File: src/rtl/phbo_pkg.sv
package phbo_pkg;

   typedef enum logic [0:0] {
      DET_IDLE  = 1'b0,
      DET_WATCH = 1'b1
   } det_st_e;

endpackage

File: src/rtl/phbo_sat.sv
module phbo_sat #(
   parameter int IN_W  = 8,
   parameter int OUT_W = 8,
   parameter int LIM   = 127
) (
   input  logic signed [IN_W-1:0]  x,
   output logic signed [OUT_W-1:0] y
);

   if (IN_W < OUT_W) begin : g_bad_w
      $error("phbo_sat: IN_W must not be below OUT_W");
   end
   if (LIM < 0 || OUT_W > 31 || LIM >= (1 << (OUT_W - 1))) begin : g_bad_lim
      $error("phbo_sat: LIM must fit the signed output");
   end

   localparam logic signed [IN_W-1:0] HI = IN_W'(LIM);
   localparam logic signed [IN_W-1:0] LO = -HI;

   always_comb begin
      if (x > HI)
         y = HI[OUT_W-1:0];
      else if (x < LO)
         y = LO[OUT_W-1:0];
      else
         y = x[OUT_W-1:0];
   end

endmodule

File: src/rtl/phbo_detect.sv
module phbo_detect
   import phbo_pkg::*;
#(
   parameter int RW        = 21,
   parameter int THR_W     = 16,
   parameter int WIN_TICKS = 64,
   parameter int SMALL_THR = 156
) (
   input  logic             clk,
   input  logic             rst_n,
   input  logic             hold,
   input  logic             smp_valid,
   input  logic [RW-1:0]    mag,
   input  logic [THR_W-1:0] thr_large,
   output logic             fire
);

   if (WIN_TICKS < 1) begin : g_bad_win
      $error("phbo_detect: WIN_TICKS must be at least 1");
   end
   if (RW <= THR_W) begin : g_bad_thr
      $error("phbo_detect: residual must be wider than the threshold");
   end

   localparam int CW = (WIN_TICKS > 1) ? $clog2(WIN_TICKS) : 1;
   localparam logic [CW-1:0] LAST    = CW'(WIN_TICKS - 1);
   localparam logic [RW-1:0] SMALL_V = RW'(SMALL_THR);

   det_st_e       st;
   logic [CW-1:0] cnt;
   logic          over_small;
   logic          over_large;

   assign over_small = mag > SMALL_V;
   assign over_large = mag > {{(RW - THR_W){1'b0}}, thr_large};
   assign fire       = (st == DET_WATCH) & smp_valid & ~hold & over_large;

   always_ff @(posedge clk) begin
      if (!rst_n) begin
         st  <= DET_IDLE;
         cnt <= '0;
      end else if (hold) begin
         st  <= DET_IDLE;
         cnt <= '0;
      end else if (smp_valid) begin
         unique case (st)
            DET_IDLE: begin
               if (over_small) begin
                  st  <= DET_WATCH;
                  cnt <= '0;
               end
            end
            DET_WATCH: begin
               if (over_large || cnt == LAST) begin
                  st  <= DET_IDLE;
                  cnt <= '0;
               end else begin
                  cnt <= cnt + 1'b1;
               end
            end
            default: st <= DET_IDLE;
         endcase
      end
   end

endmodule

File: src/rtl/phbo_measure.sv
module phbo_measure #(
   parameter int RW     = 21,
   parameter int LOG2N  = 2,
   parameter bit ROUND  = 1'b0
) (
   input  logic                 clk,
   input  logic                 rst_n,
   input  logic                 start,
   input  logic                 abort,
   input  logic                 smp_valid,
   input  logic signed [RW-1:0] resid,
   output logic                 busy,
   output logic                 done,
   output logic signed [RW-1:0] mean
);

   if (LOG2N < 1 || LOG2N > 8) begin : g_bad_n
      $error("phbo_measure: LOG2N must be 1..8");
   end

   localparam int N  = 1 << LOG2N;
   localparam int SW = RW + LOG2N;
   localparam int CW = LOG2N;
   localparam logic [CW-1:0] LAST = CW'(N - 1);

   logic signed [SW-1:0] sum;
   logic signed [SW-1:0] total;
   logic signed [SW-1:0] scaled;
   logic [CW-1:0]        cnt;
   logic                 last;

   assign total = sum + {{LOG2N{resid[RW-1]}}, resid};
   assign last  = busy & smp_valid & (cnt == LAST);
   assign done  = last & ~abort;

   if (ROUND) begin : g_round
      localparam logic signed [SW-1:0] HALF = SW'(N / 2);
      assign scaled = (total + HALF) >>> LOG2N;
   end else begin : g_floor
      assign scaled = total >>> LOG2N;
   end

   assign mean = scaled[RW-1:0];

   always_ff @(posedge clk) begin
      if (!rst_n) begin
         busy <= 1'b0;
         cnt  <= '0;
         sum  <= '0;
      end else if (abort) begin
         busy <= 1'b0;
         cnt  <= '0;
         sum  <= '0;
      end else if (start && !busy) begin
         busy <= 1'b1;
         cnt  <= '0;
         sum  <= '0;
      end else if (busy && smp_valid) begin
         if (last) begin
            busy <= 1'b0;
            cnt  <= '0;
            sum  <= '0;
         end else begin
            cnt <= cnt + 1'b1;
            sum <= total;
         end
      end
   end

endmodule

File: src/rtl/phase_buildout_ctrl.sv
module phase_buildout_ctrl #(
   parameter int PH_W       = 16,
   parameter int OFS_W      = 20,
   parameter int WIN_TICKS  = 64,
   parameter int SMALL_THR  = 156,
   parameter int MEAS_LOG2  = 2,
   parameter bit MEAN_ROUND = 1'b0,
   parameter int BIAS_W     = 5,
   parameter int BIAS_LIM   = 14,
   parameter int ADJ_W      = 17,
   parameter int ADJ_LIM    = 33333
) (
   input  logic                    clk,
   input  logic                    rst_n,
   input  logic                    smp_valid,
   input  logic signed [PH_W-1:0]  smp_err,
   input  logic [PH_W-1:0]         thr_large,
   input  logic                    cfg_en,
   input  logic                    cfg_auto,
   input  logic                    cfg_freeze,
   input  logic                    lock_in,
   input  logic                    ref_sw,
   input  logic signed [BIAS_W-1:0] fine_bias,
   input  logic signed [ADJ_W-1:0] adj_phase,
   output logic                    holdover,
   output logic signed [OFS_W-1:0] ofs_out,
   output logic signed [BIAS_W-1:0] bias_out,
   output logic signed [ADJ_W-1:0] adj_out
);

   if (PH_W >= OFS_W || OFS_W > 30) begin : g_bad_ofs
      $error("phase_buildout_ctrl: OFS_W must exceed PH_W and stay below 31");
   end
   if (BIAS_W >= OFS_W) begin : g_bad_bias
      $error("phase_buildout_ctrl: BIAS_W must be narrower than OFS_W");
   end

   localparam int RW      = OFS_W + 1;
   localparam int SUM_W   = OFS_W + 3;
   localparam int OFS_LIM = (1 << (OFS_W - 1)) - 1;

   logic signed [OFS_W-1:0] acc;
   logic signed [RW-1:0]    resid;
   logic [RW-1:0]           mag;
   logic                    en_q;
   logic                    det_hold;
   logic                    det_fire;
   logic                    en_rise_lk;
   logic                    trig_ok;
   logic                    start;
   logic                    busy;
   logic                    done;
   logic signed [RW-1:0]    mean;
   logic signed [BIAS_W-1:0] bias_c;
   logic signed [ADJ_W-1:0] adj_c;
   logic signed [SUM_W-1:0] acc_sum;
   logic signed [OFS_W-1:0] acc_nxt;

   // residual seen by the loop after the stored offset
   assign resid = {{(RW - PH_W){smp_err[PH_W-1]}}, smp_err} - {acc[OFS_W-1], acc};
   assign mag   = resid[RW-1] ? (~resid + 1'b1) : resid;

   assign det_hold   = ~(cfg_en & cfg_auto) | cfg_freeze | busy;
   assign en_rise_lk = cfg_en & ~en_q & lock_in;
   assign trig_ok    = cfg_en & ~cfg_freeze & ~busy;
   assign start      = trig_ok & (det_fire | ref_sw | en_rise_lk);

   always_ff @(posedge clk) begin
      if (!rst_n)
         en_q <= 1'b1;
      else
         en_q <= cfg_en;
   end

   phbo_detect #(
      .RW       (RW),
      .THR_W    (PH_W),
      .WIN_TICKS(WIN_TICKS),
      .SMALL_THR(SMALL_THR)
   ) u_detect (
      .clk      (clk),
      .rst_n    (rst_n),
      .hold     (det_hold),
      .smp_valid(smp_valid),
      .mag      (mag),
      .thr_large(thr_large),
      .fire     (det_fire)
   );

   phbo_measure #(
      .RW   (RW),
      .LOG2N(MEAS_LOG2),
      .ROUND(MEAN_ROUND)
   ) u_measure (
      .clk      (clk),
      .rst_n    (rst_n),
      .start    (start),
      .abort    (~cfg_en),
      .smp_valid(smp_valid),
      .resid    (resid),
      .busy     (busy),
      .done     (done),
      .mean     (mean)
   );

   phbo_sat #(.IN_W(BIAS_W), .OUT_W(BIAS_W), .LIM(BIAS_LIM)) u_bias_sat (
      .x(fine_bias),
      .y(bias_c)
   );

   phbo_sat #(.IN_W(ADJ_W), .OUT_W(ADJ_W), .LIM(ADJ_LIM)) u_adj_sat (
      .x(adj_phase),
      .y(adj_c)
   );

   assign acc_sum = {{(SUM_W - OFS_W){acc[OFS_W-1]}}, acc}
                  + {{(SUM_W - RW){mean[RW-1]}}, mean}
                  + {{(SUM_W - BIAS_W){bias_c[BIAS_W-1]}}, bias_c};

   phbo_sat #(.IN_W(SUM_W), .OUT_W(OFS_W), .LIM(OFS_LIM)) u_acc_sat (
      .x(acc_sum),
      .y(acc_nxt)
   );

   // disable has priority over a completing measurement
   always_ff @(posedge clk) begin
      if (!rst_n)
         acc <= '0;
      else if (!cfg_en)
         acc <= '0;
      else if (done)
         acc <= acc_nxt;
   end

   assign holdover = busy;
   assign ofs_out  = acc;
   assign bias_out = bias_c;
   assign adj_out  = cfg_en ? '0 : adj_c;

endmodule

File: config.mk
export PLATFORM = sky130hd
export DESIGN_NAME = phase_buildout_ctrl
export DESIGN_NICKNAME = d
export VERILOG_FILES = /design/src/rtl/phbo_pkg.sv /design/src/rtl/phbo_sat.sv /design/src/rtl/phbo_detect.sv /design/src/rtl/phbo_measure.sv /design/src/rtl/phase_buildout_ctrl.sv
export SDC_FILE = /design/constraint.sdc
export NUM_CORES = 1
export LEC_CHECK = 0
export CAP_MARGIN = 25
export CORE_MARGIN = 8
export CORE_UTILIZATION = 55
export CTS_BUF_LIST = sky130_fd_sc_hd__clkbuf_4 sky130_fd_sc_hd__clkbuf_8
export CTS_CLUSTER_DIAMETER = 200
export DETAILED_ROUTE_END_ITERATION = 7
export DONT_BUFFER_PORTS = 1
export PLACE_DENSITY_LB_ADDON = 0.1
export SYNTH_ARGS = -nofsm -noshare
export SYNTH_HDL_FRONTEND = slang
export SYNTH_HIERARCHICAL = 1
export SYNTH_SLANG_ARGS = --single-unit
File: constraint.sdc
create_clock -name clk -period 13.05 [get_ports clk]
set_clock_uncertainty 0.05 [all_clocks]
set_input_delay 3.2625 -clock clk [delete_from_list [all_inputs] [get_ports clk]]
set_output_delay 3.2625 -clock clk [all_outputs]
set_load 0.05 [all_outputs]
==> After elaboration in Yosys (flattened, before gate mapping) <==
Cells that the tools add are included.
{ "word_totals": {"ff_bits": 54, "input_bits": 62} }
{ "op_classes": {"bitwise_logic": 25, "reduce_logical": 11, "n_addsub": 7, "eq_ne": 3, "n_mux": 19, "magnitude_cmp": 8} }
{ "op_table": {"columns": ["cell", "count"], "rows": [
  ["17-bit 2-to-1 mux", 3],
  ["20-bit 2-to-1 mux", 2],
  ["22-bit by 5-bit adder with 23-bit output", 1],
  ["23-bit adder", 1],
  ["23-bit by 20-bit greater-than comparator with 1-bit output (second input constant)", 1],
  ["23-bit by 20-bit < comparator with 1-bit output (second input constant)", 1],
  ["23-bit 2-to-1 mux", 1],
  ["20-bit by 21-bit adder with 22-bit output", 1],
  ["21-bit by 1-bit adder with 21-bit output (second input constant)", 1],
  ["21-bit by 16-bit greater-than comparator with 1-bit output", 1],
  ["21-bit by 8-bit greater-than comparator with 1-bit output (second input constant)", 1],
  ["21-bit 2-to-1 mux", 1],
  ["21-bit NOT", 1],
  ["16-bit by 20-bit subtractor with 21-bit output", 1],
  ["17-bit greater-than comparator (second input constant)", 1],
  ["17-bit < comparator (second input constant)", 1],
  ["1-bit bitwise AND", 12],
  ["6-bit 2-to-1 mux", 2],
  ["6-bit case mux with 2 select lines", 1],
  ["5-bit 2-to-1 mux", 2],
  ["1-bit NOT", 8],
  ["6-bit by 1-bit adder with 6-bit output (second input constant)", 1],
  ["6-bit == test (second input constant)", 1],
  ["2-bit AND reduction", 3],
  ["other kinds (15)", 24]
]} }

==> Longest topological paths before layout <==
{ "logic_depth": {"word_depth": 13, "depth_mapped": 33, "ltp_nobuf": 32} }

==> Modules after synthesis <==
The synthesis kept the hierarchy.
{ "by_module_without_submodules": {"columns": ["mod", "seq_area_each_um2", "cells_each", "area_each_um2", "instances"], "rows": [
  ["phase_buildout_ctrl", 420.4, 485, 3886.2, 1],
  ["phbo_measure", 520.5, 258, 2150.8, 1],
  ["phbo_detect", 140.1, 119, 897.1, 1],
  ["phbo_sat (u_adj_sat)", 0.0, 54, 407.9, 1],
  ["phbo_sat (u_acc_sat)", 0.0, 35, 252.7, 1],
  ["phbo_sat (u_bias_sat)", 0.0, 12, 86.3, 1]
]} }

==> Worst setup path before layout <==
OpenSTA, ideal clock, no wires.
{ "synth_timing": {"path_type": "input to register", "from": "in fine_bias[4]", "to": "reg acc[0] (netlist: ofs_out[0])", "stages": 19, "path_buffers": 1, "setup_time_ns": 0.128, "t_arrival_ns": 9.143, "path_slack_ns": 3.729, "path_cell_list": "inv_1 a31oi_1 fa_1 ha_1 o21a_1 o31a_1 o21bai_1 a21oi_1 nor3_1 o311ai_0 nor2_1 o21bai_1 xor2_1 nand3_1 nand2_2 buf_4 o2111ai_1 mux2i_1 nor2_1"} }
{ "synth_between": {"elab_chain_len": 7} }
{ "synth_lines": {"columns": ["item", "line_no", "source"], "rows": [
  ["start, declared", "phase_buildout_ctrl.sv:23", "input logic signed [BIAS_W-1:0] fine_bias,"],
  ["5-bit < comparator", "phbo_sat.sv:23", "else if (x < LO)"],
  ["5-bit 2-to-1 mux", "phbo_sat.sv:23", null],
  ["5-bit 2-to-1 mux *", "phbo_sat.sv:21", "if (x > HI)"],
  ["named net bias_out[4]", "phase_buildout_ctrl.sv:27", "output logic signed [BIAS_W-1:0] bias_out,"],
  ["22-bit by 5-bit adder with 23-bit output *", "phase_buildout_ctrl.sv:118", "+ {{(SUM_W - BIAS_W){bias_c[BIAS_W-1]}}, bias_c};"],
  ["named net acc_sum[21]", "phase_buildout_ctrl.sv:56", "logic signed [SUM_W-1:0] acc_sum;"],
  ["23-bit by 20-bit < comparator with 1-bit output", "phbo_sat.sv:23", null],
  ["20-bit 2-to-1 mux", "phbo_sat.sv:23", null],
  ["20-bit 2-to-1 mux *", "phbo_sat.sv:21", null],
  ["named net acc_nxt[0]", "phase_buildout_ctrl.sv:57", "logic signed [OFS_W-1:0] acc_nxt;"],
  ["end signal, assigned", "phase_buildout_ctrl.sv:132", "acc <= acc_nxt;"],
  ["end, declared", "phase_buildout_ctrl.sv:42", "logic signed [OFS_W-1:0] acc;"]
]} }
Mark *: on every way through the listed nets, which the timed path passes. The rest lies on a longest branch.
A chain may end at the register's enable or synchronous reset.

==> Final worst setup path <==
{ "layout_timing": {"from": "in smp_err[0]", "to": "reg acc[6] (netlist: ofs_out[6])"} }
{ "layout_between": {"elab_chain_len": 7} }
{ "layout_lines": {"columns": ["item", "line_no", "source"], "rows": [
  ["start, declared", "phase_buildout_ctrl.sv:16", "input logic signed [PH_W-1:0] smp_err,"],
  ["16-bit by 20-bit subtractor with 21-bit output *", "phase_buildout_ctrl.sv:60", "assign resid = {{(RW - PH_W){smp_err[PH_W-1]}}, smp_err} - {acc[OFS_W-1], acc};"],
  ["named net resid[12]", "phase_buildout_ctrl.sv:43", "logic signed [RW-1:0] resid;"],
  ["23-bit adder *", "phbo_measure.sv:32", "assign total = sum + {{LOG2N{resid[RW-1]}}, resid};"],
  ["named net mean[13]", "phase_buildout_ctrl.sv:53", "logic signed [RW-1:0] mean;"],
  ["20-bit by 21-bit adder with 22-bit output *", "phase_buildout_ctrl.sv:117", "+ {{(SUM_W - RW){mean[RW-1]}}, mean}"],
  ["22-bit by 5-bit adder with 23-bit output *", "phase_buildout_ctrl.sv:118", null],
  ["named net acc_sum[21]", "phase_buildout_ctrl.sv:56", null],
  ["23-bit by 20-bit < comparator with 1-bit output", "phbo_sat.sv:23", null],
  ["20-bit 2-to-1 mux", "phbo_sat.sv:23", null],
  ["20-bit 2-to-1 mux *", "phbo_sat.sv:21", null],
  ["named net acc_nxt[6]", "phase_buildout_ctrl.sv:57", null]
]} }
Marks and branches as above.

==> parameters.txt <==
Parameter                              Value

CTS
  Maximum number of buffers from clock root to sink ... 2
  Worst-Skew Late Latency ... 0.33 ns
  CTS Buf Count ... 5
  Post-cts gate resize count ... 0
  Total setup buffers inserted after CTS ... 0
  H-Tree Level Count ... 2
  Number of buffers added to fix hold violations after cts ... 0
  Clock transition time at the flip-flop clock pins of the worst setup and hold paths ... 0.10 ns
  Clock tree root driver cell ... sky130_fd_sc_hd__clkbuf_8
  TritonCTS clock tree ... built
  Clock sink count ... 54

Place
  Number of instances in the placed design ... 1121
  Post-place instance area ... 7820 µm²
  Post-placement worst setup slack ... 2.65 ns
  Port Buffers ... 0
  Gpl congestion ... 0.941
  Half-perimeter wire length after detailed placement ... 16.6 mm

Synthesis
  Register bit total from synthesis ... 54
  Post-synthesis average cell area ... 7.98 µm²
  Proportion of netlist area held by the largest area contributor ... 14.1%
  Share of the yosys chip area belonging to registers ... 14.1%
  Total standard cell area after synthesis ... 7680 µm²
  Dominant register cell in the synthesized netlist ... sky130_fd_sc_hd__dfxtp_1
  Distinct cell type count of the synthesized netlist ... 94
  Cell types with the largest area share after synthesis ... sky130_fd_sc_hd__dfxtp_1 14%, sky130_fd_sc_hd__ha_1 14%, sky130_fd_sc_hd__fa_1 6.3%
  Async S/R FF share, synth ... 0%
  Number of warnings reported in the yosys synthesis log ... 6
  Number of instances in the synthesized netlist ... 963
  Synthesized net count ... 1133
  Cell accounting for the most synthesized area ... sky130_fd_sc_hd__dfxtp_1
  Number of enable-type register cells in the synthesized netlist ... 0

GRT
  Via count of the first global-routing pass ... 6702
  Antenna violations before repair ... 0
  First-pass GRT wire length ... 32.5 mm
  Total track usage ... 21.8%
  Largest net degree at the start of global routing ... 25
  Total congestion overflow after global routing ... 0

Power and ir drop
  Combinational fraction of design power ... 59.6%
  Tot Pwr ... 0.670 mW
  Power dissipated by switching net loads ... 0.305 mW
  Switching part of the total power ... 45.4%
  Highest ir drop seen on vdd ... 0.0616 mV
  Static Leakage ... 3.04 nW
  Internal Power ... 0.366 mW
  Sequential Power Share ... 24.8%
  Pwr per Cell Area ... 84.6 nW/µm²
  Clk network pwr share ... 15.6%

Worst hold path
  Endpoint with the worst hold slack ... u_measure/sum[7]
  Min-delay src ... u_measure/sum[7]
  Worst hold stages ... 2
  Path type of the worst min-delay path ... reg -> reg

Die
  Initial standard-cell utilization of the core ... 55.8%
  Placeable core area ... 13800 µm²
  Die X-Extent ... 134 µm
  I/O pin cnt ... 105
  Height of the chip ... 134 µm
  Std cell rows ... 43
  Die Area ... 18000 µm²

Setup path
  Top delay family on crit path ... compound AO/OA/AOI/OAI gates
  Crit Path Class ... in -> reg
  Worst path bufs/invs ... 1
  Critical path peak fanout ... 18
  Flop-to-flop setup slack ... 4.97 ns
  Worst EP arrival ... 10.28 ns
  Critical Path Stages ... 29
  FF-to-FF path depth ... 31
  R2r startpoint ... ofs_out[5]
  Worst EP required ... 13.26 ns
  Highest-delay cell along the critical path ... sky130_fd_sc_hd__a311oi_1
  Worst reg2reg endpoint ... ofs_out[6]
  Delay of the slowest cell on the worst path ... 0.82 ns
  Critical path launch point type ... input port
  Most frequent cell on the critical path ... sky130_fd_sc_hd__ha_1
  Kind of capture point of the worst setup path ... flip-flop

Cells and area
  Layout net count ... 1119
  Final Core Density ... 57.5%
  Final instance count without filler cells ... 1130
  Most common cell after layout, fill and taps aside ... sky130_fd_sc_hd__nor2_1
  Area of combinational cells with multiple inputs ... 6180 µm²
  Share of final-layout standard cells stronger than drive strength 1 ... 8.11%
  Commonest non-fill, non-tap cells in the layout ... 95 x sky130_fd_sc_hd__nor2_1, 84 x sky130_fd_sc_hd__ha_1, 70 x sky130_fd_sc_hd__inv_1, 65 x sky130_fd_sc_hd__a21oi_1, 60 x sky130_fd_sc_hd__nand2_1
  ANT cells ... 0
  Sequential standard cell area ... 1080 µm²
  Count of fill cells added during filler insertion ... 1340
  Layout overhead on the synthesized area ... 3.13%
  Final design instance area without fill ... 7920 µm²

STA
  Setup repair after global routing missed its margin ... no
  Worst slew margin ... 33.4%
  Final critical path time including I/O delays and setup ... 10.07 ns
  Final Hold Fails ... 0
  Achievable Freq ... 99.3 MHz
  Worst hold slack after final layout ... 0.425 ns
  Final critical-path setup slack ... 2.98 ns
  Sum of negative setup slack ... 0 ns
  Count of pins over their slew limit ... 0
  Post-route fraction of the period consumed by the critical path ... 77.1%
  Slew @ Worst Pin ... 0.993 ns
  Final number of setup-violating endpoints ... 0

Routing
  Number of vias in the routed layout ... 6859
  Number of violations reported at the end of detailed-routing iteration 0 ... 352
  First-pass DRT Iterations ... 4
  Total routed wirelength ... 19.7 mm
  DR DRC count ... 0
  Ratio of routed vias to standard cells ... 6.07
  Final routed wire length divided by cell count ... 17.4 µm
  Number of antenna-violating nets in the routed design ... 0

Run
  Count of max-cap constraint violations ... 0

Outcome
  Status ... finished clean
-- routing by layer --
| layer | GRT usage (%) | share of wire [%] |
|---|---|---|
| met5 | 0 | 0 |
| met4 | 4.43 | 0.98 |
| met3 | 3.96 | 5.1 |
| met2 | 37.1 | 46 |
| met1 | 28.2 | 48 |
-- cells in the mapped netlist, types with 12 or more instances --
cell	n
sky130_fd_sc_hd__xnor2_1	45
sky130_fd_sc_hd__a22o_1	12
sky130_fd_sc_hd__nor2b_1	33
sky130_fd_sc_hd__a211oi_2	12
sky130_fd_sc_hd__a31oi_1	14
sky130_fd_sc_hd__fa_1	24
sky130_fd_sc_hd__nor2_1	95
sky130_fd_sc_hd__a21oi_1	65
sky130_fd_sc_hd__o21a_1	33
sky130_fd_sc_hd__nor3_1	21
sky130_fd_sc_hd__clkbuf_1	14
sky130_fd_sc_hd__o21ai_0	42
sky130_fd_sc_hd__inv_1	70
sky130_fd_sc_hd__ha_1	84
sky130_fd_sc_hd__a21o_1	16
sky130_fd_sc_hd__nand2_1	60
sky130_fd_sc_hd__mux2i_1	22
sky130_fd_sc_hd__dfxtp_1	54
sky130_fd_sc_hd__xor2_1	19
sky130_fd_sc_hd__nand3_1	28
-- sequential cells by signal, indices dropped and copies added, names as in the netlist --
register        count
u_detect/cnt        6
u_measure/cnt       2
u_detect/st         1
ofs_out            20
en_q                1
u_measure/busy      1
u_measure/sum      23
-- worst register-to-register path, delay by kind of cell (launching register included) --
kind / cells / cell delay (ns)
AOI/OAI and AO/OA: 12 / 2.61
adders and majority gates: 4 / 1.70
xor gates and xnor gates: 2 / 0.46
DFF: 1 / 0.79
and+or+nand+nor: 10 / 1.97
buffers and inverters: 2 / 0.36
muxes: 1 / 0.07
-- layout make-up --
cell class	count	share of cell area, %
Multi-Input combinational cell	807	78.0
Clock buffer	6	1.04
Sequential cell	54	13.6
Inverter	70	3.32
Timing Repair Buffer	11	0.995
Tap cell	180	2.84
Clock inverter	2	0.158
-- worst max-delay path by stage --
| stage | startpoint | endpoint | slack, ns |
|---|---|---|---|
| 3_3_place_gp | smp_err[0] | ofs_out[18] | 2.70 |
| 3_5_place_dp | smp_err[0] | ofs_out[6] | 2.65 |
| 4_1_cts | smp_err[0] | ofs_out[6] | 2.99 |
| 2_1_floorplan | fine_bias[4] | ofs_out[0] | 3.73 |
| 5_1_grt | smp_err[0] | ofs_out[15] | 2.42 |
| 6_report | smp_err[0] | ofs_out[6] | 2.98 |
-- kinds of logic (layout without fill, tap and decap cells) --
| logic type | Yosys count | count (layout) | synth area share, % |
|---|---|---|---|
| multiplexers | 23 | 23 | 3.01 |
| flip-flops | 54 | 54 | 14.1 |
| adder cells (fa/ha/maj) | 108 | 108 | 19.9 |
| buffers and inverters | 102 | 89 | 5.75 |
| AND/OR/NAND/NOR | 318 | 318 | 21.3 |
| XOR/XNOR | 65 | 65 | 7.51 |
| AO/OA/AOI/OAI | 293 | 293 | 28.4 |
-- power by group through the flow --
| stage | Sequential (mW) | Clock, mW | Combinational [mW] |
|---|---|---|---|
| floorplan | 0.170 | 0 | 0.335 |
| CTS | 0.166 | 0.110 | 0.399 |
| finish | 0.166 | 0.105 | 0.400 |
| global route | 0.166 | 0.117 | 0.446 |
| global placement | 0.170 | 0 | 0.393 |
| detailed placement | 0.170 | 0 | 0.396 |
(Power assumes the default switching activity.)
